===== src/rtl/adc_wcmp_pkg.sv =====
package adc_wcmp_pkg;
   typedef enum logic {
      COND_BELOW       = 1'b0,
      COND_AT_OR_ABOVE = 1'b1
   } cmp_cond_e;

   localparam int unsigned DEF_DATA_W = 12;
   localparam int unsigned DEF_CHAN_W = 3;
   localparam int unsigned DEF_CNT_W  = 4;
endpackage


===== src/rtl/adc_wcmp_compare.sv =====
module adc_wcmp_compare
   import adc_wcmp_pkg::*;
#(
   parameter int unsigned DATA_W     = DEF_DATA_W,
   parameter bit          BIAS_STYLE = 1'b1
) (
   input  logic [DATA_W-1:0] value_i,
   input  logic [DATA_W-1:0] thresh_i,
   input  logic              fmt_signed_i,
   input  cmp_cond_e         cond_i,
   output logic              hit_o
);
   localparam int unsigned MSB = DATA_W - 1;

   logic below;

   generate
      if (BIAS_STYLE) begin : g_bias
         logic [DATA_W-1:0] val_b, thr_b;
         always_comb begin
            val_b      = value_i;
            thr_b      = thresh_i;
            val_b[MSB] = value_i[MSB] ^ fmt_signed_i;
            thr_b[MSB] = thresh_i[MSB] ^ fmt_signed_i;
            below      = val_b < thr_b;
         end
      end else begin : g_mux
         always_comb begin
            if (fmt_signed_i) below = $signed(value_i) < $signed(thresh_i);
            else              below = value_i < thresh_i;
         end
      end
   endgenerate

   assign hit_o = (cond_i == COND_AT_OR_ABOVE) ? !below : below;
endmodule


===== src/rtl/adc_wcmp_counter.sv =====
module adc_wcmp_counter #(
   parameter int unsigned CNT_W = adc_wcmp_pkg::DEF_CNT_W
) (
   input  logic             clk,
   input  logic             rst_n,
   input  logic             enable_i,
   input  logic             qualify_i,
   input  logic             hit_i,
   input  logic [CNT_W-1:0] limit_i,
   output logic             set_o,
   output logic [CNT_W-1:0] count_o
);
   logic [CNT_W-1:0] cnt_q;
   logic             reached;

   assign reached = cnt_q >= limit_i;
   assign set_o   = enable_i && qualify_i && hit_i && reached;
   assign count_o = cnt_q;

   always_ff @(posedge clk or negedge rst_n) begin
      if (!rst_n) begin
         cnt_q <= '0;
      end else if (!enable_i) begin
         cnt_q <= '0;
      end else if (qualify_i) begin
         if (!hit_i)       cnt_q <= '0;
         else if (reached) cnt_q <= '0;
         else              cnt_q <= cnt_q + CNT_W'(1);
      end
   end
endmodule


===== src/rtl/adc_wcmp_flag.sv =====
module adc_wcmp_flag (
   input  logic clk,
   input  logic rst_n,
   input  logic set_i,
   input  logic clr_i,
   input  logic irq_en_i,
   output logic flag_o,
   output logic irq_o
);
   logic flag_q;

   always_ff @(posedge clk or negedge rst_n) begin
      if (!rst_n)     flag_q <= 1'b0;
      else if (set_i) flag_q <= 1'b1;
      else if (clr_i) flag_q <= 1'b0;
   end

   assign flag_o = flag_q;
   assign irq_o  = flag_q & irq_en_i;
endmodule


===== src/rtl/adc_win_compare.sv =====
module adc_win_compare
   import adc_wcmp_pkg::*;
#(
   parameter int unsigned DATA_W     = DEF_DATA_W,
   parameter int unsigned CHAN_W     = DEF_CHAN_W,
   parameter int unsigned CNT_W      = DEF_CNT_W,
   parameter bit          BIAS_STYLE = 1'b1
) (
   input  logic              clk,
   input  logic              rst_n,
   input  logic              cfg_en,
   input  logic              cfg_irq_en,
   input  logic              cfg_cond_ge,
   input  logic [CHAN_W-1:0] cfg_chan,
   input  logic [CNT_W-1:0]  cfg_match_cnt,
   input  logic [DATA_W-1:0] cfg_thresh,
   input  logic              fmt_signed,
   input  logic              load_stb,
   input  logic [CHAN_W-1:0] load_chan,
   input  logic [DATA_W-1:0] load_data,
   input  logic              flag_clr,
   output logic              flag_o,
   output logic              irq_o
);
   generate
      if (DATA_W < 2)  begin : g_bad_data  $error("DATA_W must be at least 2");  end
      if (CHAN_W < 1)  begin : g_bad_chan  $error("CHAN_W must be at least 1");  end
      if (CNT_W < 1)   begin : g_bad_cnt   $error("CNT_W must be at least 1");   end
   endgenerate

   logic             qualify;
   logic             hit;
   logic             set_pulse;
   logic [CNT_W-1:0] cnt_q;
   cmp_cond_e        cond;

   assign qualify = load_stb && (load_chan == cfg_chan);
   assign cond    = cfg_cond_ge ? COND_AT_OR_ABOVE : COND_BELOW;

   adc_wcmp_compare #(
      .DATA_W     (DATA_W),
      .BIAS_STYLE (BIAS_STYLE)
   ) cmp_i (
      .value_i      (load_data),
      .thresh_i     (cfg_thresh),
      .fmt_signed_i (fmt_signed),
      .cond_i       (cond),
      .hit_o        (hit)
   );

   adc_wcmp_counter #(
      .CNT_W (CNT_W)
   ) cnt_i (
      .clk       (clk),
      .rst_n     (rst_n),
      .enable_i  (cfg_en),
      .qualify_i (qualify),
      .hit_i     (hit),
      .limit_i   (cfg_match_cnt),
      .set_o     (set_pulse),
      .count_o   (cnt_q)
   );

   adc_wcmp_flag flg_i (
      .clk      (clk),
      .rst_n    (rst_n),
      .set_i    (set_pulse),
      .clr_i    (flag_clr),
      .irq_en_i (cfg_irq_en),
      .flag_o   (flag_o),
      .irq_o    (irq_o)
   );
endmodule


===== config.mk =====
export PLATFORM = sky130hd
export DESIGN_NAME = adc_win_compare
export DESIGN_NICKNAME = d
export VERILOG_FILES = /design/src/rtl/adc_wcmp_pkg.sv /design/src/rtl/adc_wcmp_compare.sv /design/src/rtl/adc_wcmp_counter.sv /design/src/rtl/adc_wcmp_flag.sv /design/src/rtl/adc_win_compare.sv
export SDC_FILE = /design/constraint.sdc
export NUM_CORES = 1
export LEC_CHECK = 0
export ABC_CLOCK_PERIOD_IN_PS = 2700
export BUFFER_PORTS_ARGS = -buffer_cell sky130_fd_sc_hd__buf_2
export CAP_MARGIN = 15
export CORE_ASPECT_RATIO = 0.8
export CORE_MARGIN = 2
export CORE_UTILIZATION = 35
export CTS_CLUSTER_SIZE = 14
export DETAILED_ROUTE_END_ITERATION = 6
export PLACE_DENSITY = 0.66
export SYNTH_ARGS = -nofsm -noshare
export SYNTH_HDL_FRONTEND = slang
export SYNTH_SLANG_ARGS = --single-unit

===== constraint.sdc =====
create_clock -name clk -period 2.7 [get_ports clk]
set_input_delay 0.405 -clock clk [delete_from_list [all_inputs] [get_ports clk]]
set_output_delay 0.405 -clock clk [all_outputs]
set_load 0.02 [all_outputs]

==> results.py <==
metrics = {
    "synthesis": {
        "syn_avg_cell_area_sq_um": 9.03,
        "synthFlopType": "dfrtp_1",
        "synth-seq-area-share": 0.157,
        "netlist.area_leader.share": 0.252,
        "synth_seq_cells": 5,
        "synth_area_leaders": "ha_1, dfrtp_1, inv_1, xnor2_1, o311ai_2",
        "synth-async-reset-ratio": 1.00,
        "syn-num-nets": 146,
        "synthCells": 88,
        "synthTopCellsByCount": "inv_1, ha_1, nand2_1",
        "yosysWarningCount": 0,
        "yosysMostFrequentCell": "inv_1",
        "synth_area_leader_cell": "ha_1",
        "ys_types": 32,
        "netlist_area_sq_um": 795,
        "synth_edf_count": 0,
    },
    "hold_path": {
        "hold_class": "input pin to flop",
    },
    "power_and_ir_drop": {
        "powerDensity_nw_per_um2": 266,
        "p_leak_nw": 0.614,
        "ir_worst_vdd_mv": 0.156,
    },
    "critical_path": {
        "critPathBufInv": 1,
        "path_cells": "inv_1 -> ha_1 -> nand2b_1 -> a21o_1 -> a21o_2 -> a21oi_2 -> nand4_4 -> o311ai_2",
        "cp.arrival_ps": 2180,
        "endpoint_kind": "flop",
        "setup.worst_path.start_class": "flop",
        "ff2ff_path_depth": 8,
        "worstPathMaxFanout": 5,
        "max_stage_delay_ps": 400,
        "worstReg2RegStart": "cnt_i.count_o[0]$_DFFE_PN0P_",
        "reg2reg_to": "cnt_i.count_o[3]$_DFFE_PN0P_",
        "cp_top_family": "compound AO/OA/AOI/OAI gates",
        "worstSetupStartpoint": "cnt_i.count_o[0]$_DFFE_PN0P_",
        "regToRegSetupSlack_ps": 660,
        "critPathRequiredTime_ps": 2840,
        "cp_num_cells": 8,
        "critPathKind": "flop to flop",
        "crit_slowest_cell": "dfrtp_1",
        "endpoint": "cnt_i.count_o[3]$_DFFE_PN0P_",
    },
    "timing": {
        "slew_violations": 0,
        "final-setup-viol-count": 0,
        "tns_ps": 0,
        "rsz0062_at_grt": "false",
        "timing.fmax_mhz": 490,
        "fin_worst_skew_ps": 5.78,
        "finalCriticalPeriod_ps": 2040,
        "slew_headroom": 0.718,
        "fin_crit_sh": 0.755,
        "hold_slack_ps": 346,
        "hold_violations": 0,
        "worst_pin_slew_ps": 416,
    },
    "detailed_routing": {
        "postRouteAntennaNets": 0,
        "routed_wl_mm": 1.71,
        "wl_per_cell_um": 10.6,
        "vias": 773,
        "via_per_inst": 4.80,
        "drc": 0,
        "firstDrtPassIters": 4,
        "drt_iter0_markers": 5,
    },
    "layout": {
        "layout.cells.non_filler": 161,
        "finish.utilization": 0.499,
        "drive_gt1_frac": 0.419,
        "fin_nets": 195,
        "area_delta_synth_final_pct": 35.6,
        "stdcell_area_sq_um": 1080,
        "insertedDiodeCount": 0,
    },
    "clock_tree": {
        "cts_inserted_buffers": 3,
        "htreeDepth": 1,
        "clockRootBuffer": "clkbuf_4",
        "ctsResizeCount": 0,
        "clkLatencyLatePin_ps": 240,
        "cts_tree": "built",
        "clockBufferDepth": 2,
        "postCtsSetupRepairBufs": 0,
        "cts_num_sinks": 5,
        "path_clk_slew_ps": 50,
    },
    "floorplan": {
        "fp-row-count": 15,
        "fp.dieH_um": 46.6,
        "die-area_sq_um": 2670,
        "start_util": 0.368,
        "io_pins": 44,
        "die_w_um": 57.3,
        "core_area_sq_um": 2160,
    },
    "global_route": {
        "gr-total-overflow": 0,
        "grt_max_degree": 8,
        "grt_pass1_wl_mm": 2.95,
        "antenna_found_initial": 0,
        "grt_pass1_vias": 799,
        "grt.total_usage": 0.139,
    },
    "job": {
        "cap_violations": 0,
    },
    "placement": {
        "gp_congestion": 0.743,
        "io_buffers": 43,
        "placed_area_sq_um": 1040,
        "dpl.hpwl_mm": 1.56,
        "place_inst": 156,
    },
    "status": {
        "outcome": "complete, no violations",
    },
}
[layer usage]
metal	share of wire	vias up	wire length [um]	global-route usage
met5	0	-	0	0
li1	-	411	-	-
met3	0.054	0	93	0.0169
met2	0.50	25	853	0.271
met4	0	0	0	0.0326
met1	0.45	337	763	0.166
[how the worst min path moves through the flow]
stage	to	depth (start not counted)	from	slack, ps
2_1_floorplan	cnt_i.count_o[0]$_DFFE_PN0P_	0	rst_n	110
3_3_place_gp	flg_i.flag_o$_DFFE_PN0P_	1	rst_n	220
3_5_place_dp	cnt_i.count_o[1]$_DFFE_PN0P_	1	rst_n	220
4_1_cts	flg_i.flag_o$_DFFE_PN0P_	2	flag_clr	350
5_1_grt	flg_i.flag_o$_DFFE_PN0P_	2	flag_clr	350
6_report	flg_i.flag_o$_DFFE_PN0P_	2	flag_clr	350
[cell families after synthesis]
family,synth area share
flops,0.157
mux,0.0126
simple gates,0.187
compound gates,0.250
xor+xnor,0.0551
fa+ha+maj,0.252
buf+inv,0.0850
[sequential cells by signal, indices dropped and copies added, names as in the netlist]
name           count
cnt_i.count_o      4
flg_i.flag_o       1
[layout make-up]
| type | count | area (sq um) |
|---|---|---|
| fill | 215 | 1080 |
| multi-input combinational | 65 | 602 |
| timing repair buffer | 44 | 225 |
| sequential | 5 | 125 |
| inverter | 18 | 67.6 |
| tap | 25 | 31.3 |
| clock buffer | 4 | 26.3 |
[report_power, final]
group	internal, mW	switching, mW
Clock	0.0558	0.0293
Sequential	0.0759	0.000867
Combinational	0.0650	0.0601
[repair_timing]
action / in CTS / in global routing
hold buffers: 1 / 0
hold endpoints to repair: 5 / 0
endpoints found under the setup margin: 0 / 0
[stage by stage]
step / power [mW] / setup slack [ps]
6_report: 0.287 / 660
5_1_grt: 0.309 / 508
4_1_cts: 0.289 / 666
3_5_place_dp: 0.203 / 529
3_3_place_gp: 0.198 / 611
2_1_floorplan: 0.156 / 793
[layout by cell type (no fill, tap or decap)]
| cell type | instances |
|---|---|
| a2111oi_4 | 1 |
| a21o_1 | 1 |
| a21o_2 | 1 |
| a21oi_1 | 4 |
| a21oi_2 | 1 |
| a32o_1 | 1 |
| and2_1 | 1 |
| and2_2 | 1 |
| and3_2 | 1 |
| and4_1 | 2 |
| buf_2 | 43 |
| clkbuf_1 | 1 |
| clkbuf_4 | 3 |
| dfrtp_1 | 5 |
| dlygate4sd3_1 | 1 |
| ha_1 | 16 |
| inv_1 | 18 |
| mux2i_1 | 1 |
| nand2_1 | 7 |
| nand2b_1 | 1 |
| nand2b_4 | 1 |
| nand3_1 | 2 |
| nand4_1 | 3 |
| nand4_4 | 1 |
| nor2_1 | 2 |
| nor2b_1 | 1 |
| o211a_1 | 1 |
| o211ai_4 | 1 |
| o21a_1 | 2 |
| o21ai_0 | 2 |
| o311ai_1 | 1 |
| o311ai_2 | 2 |
| o31a_2 | 1 |
| o32ai_1 | 1 |
| xnor2_1 | 4 |
| xor2_1 | 1 |
(Power assumes the default switching activity.)
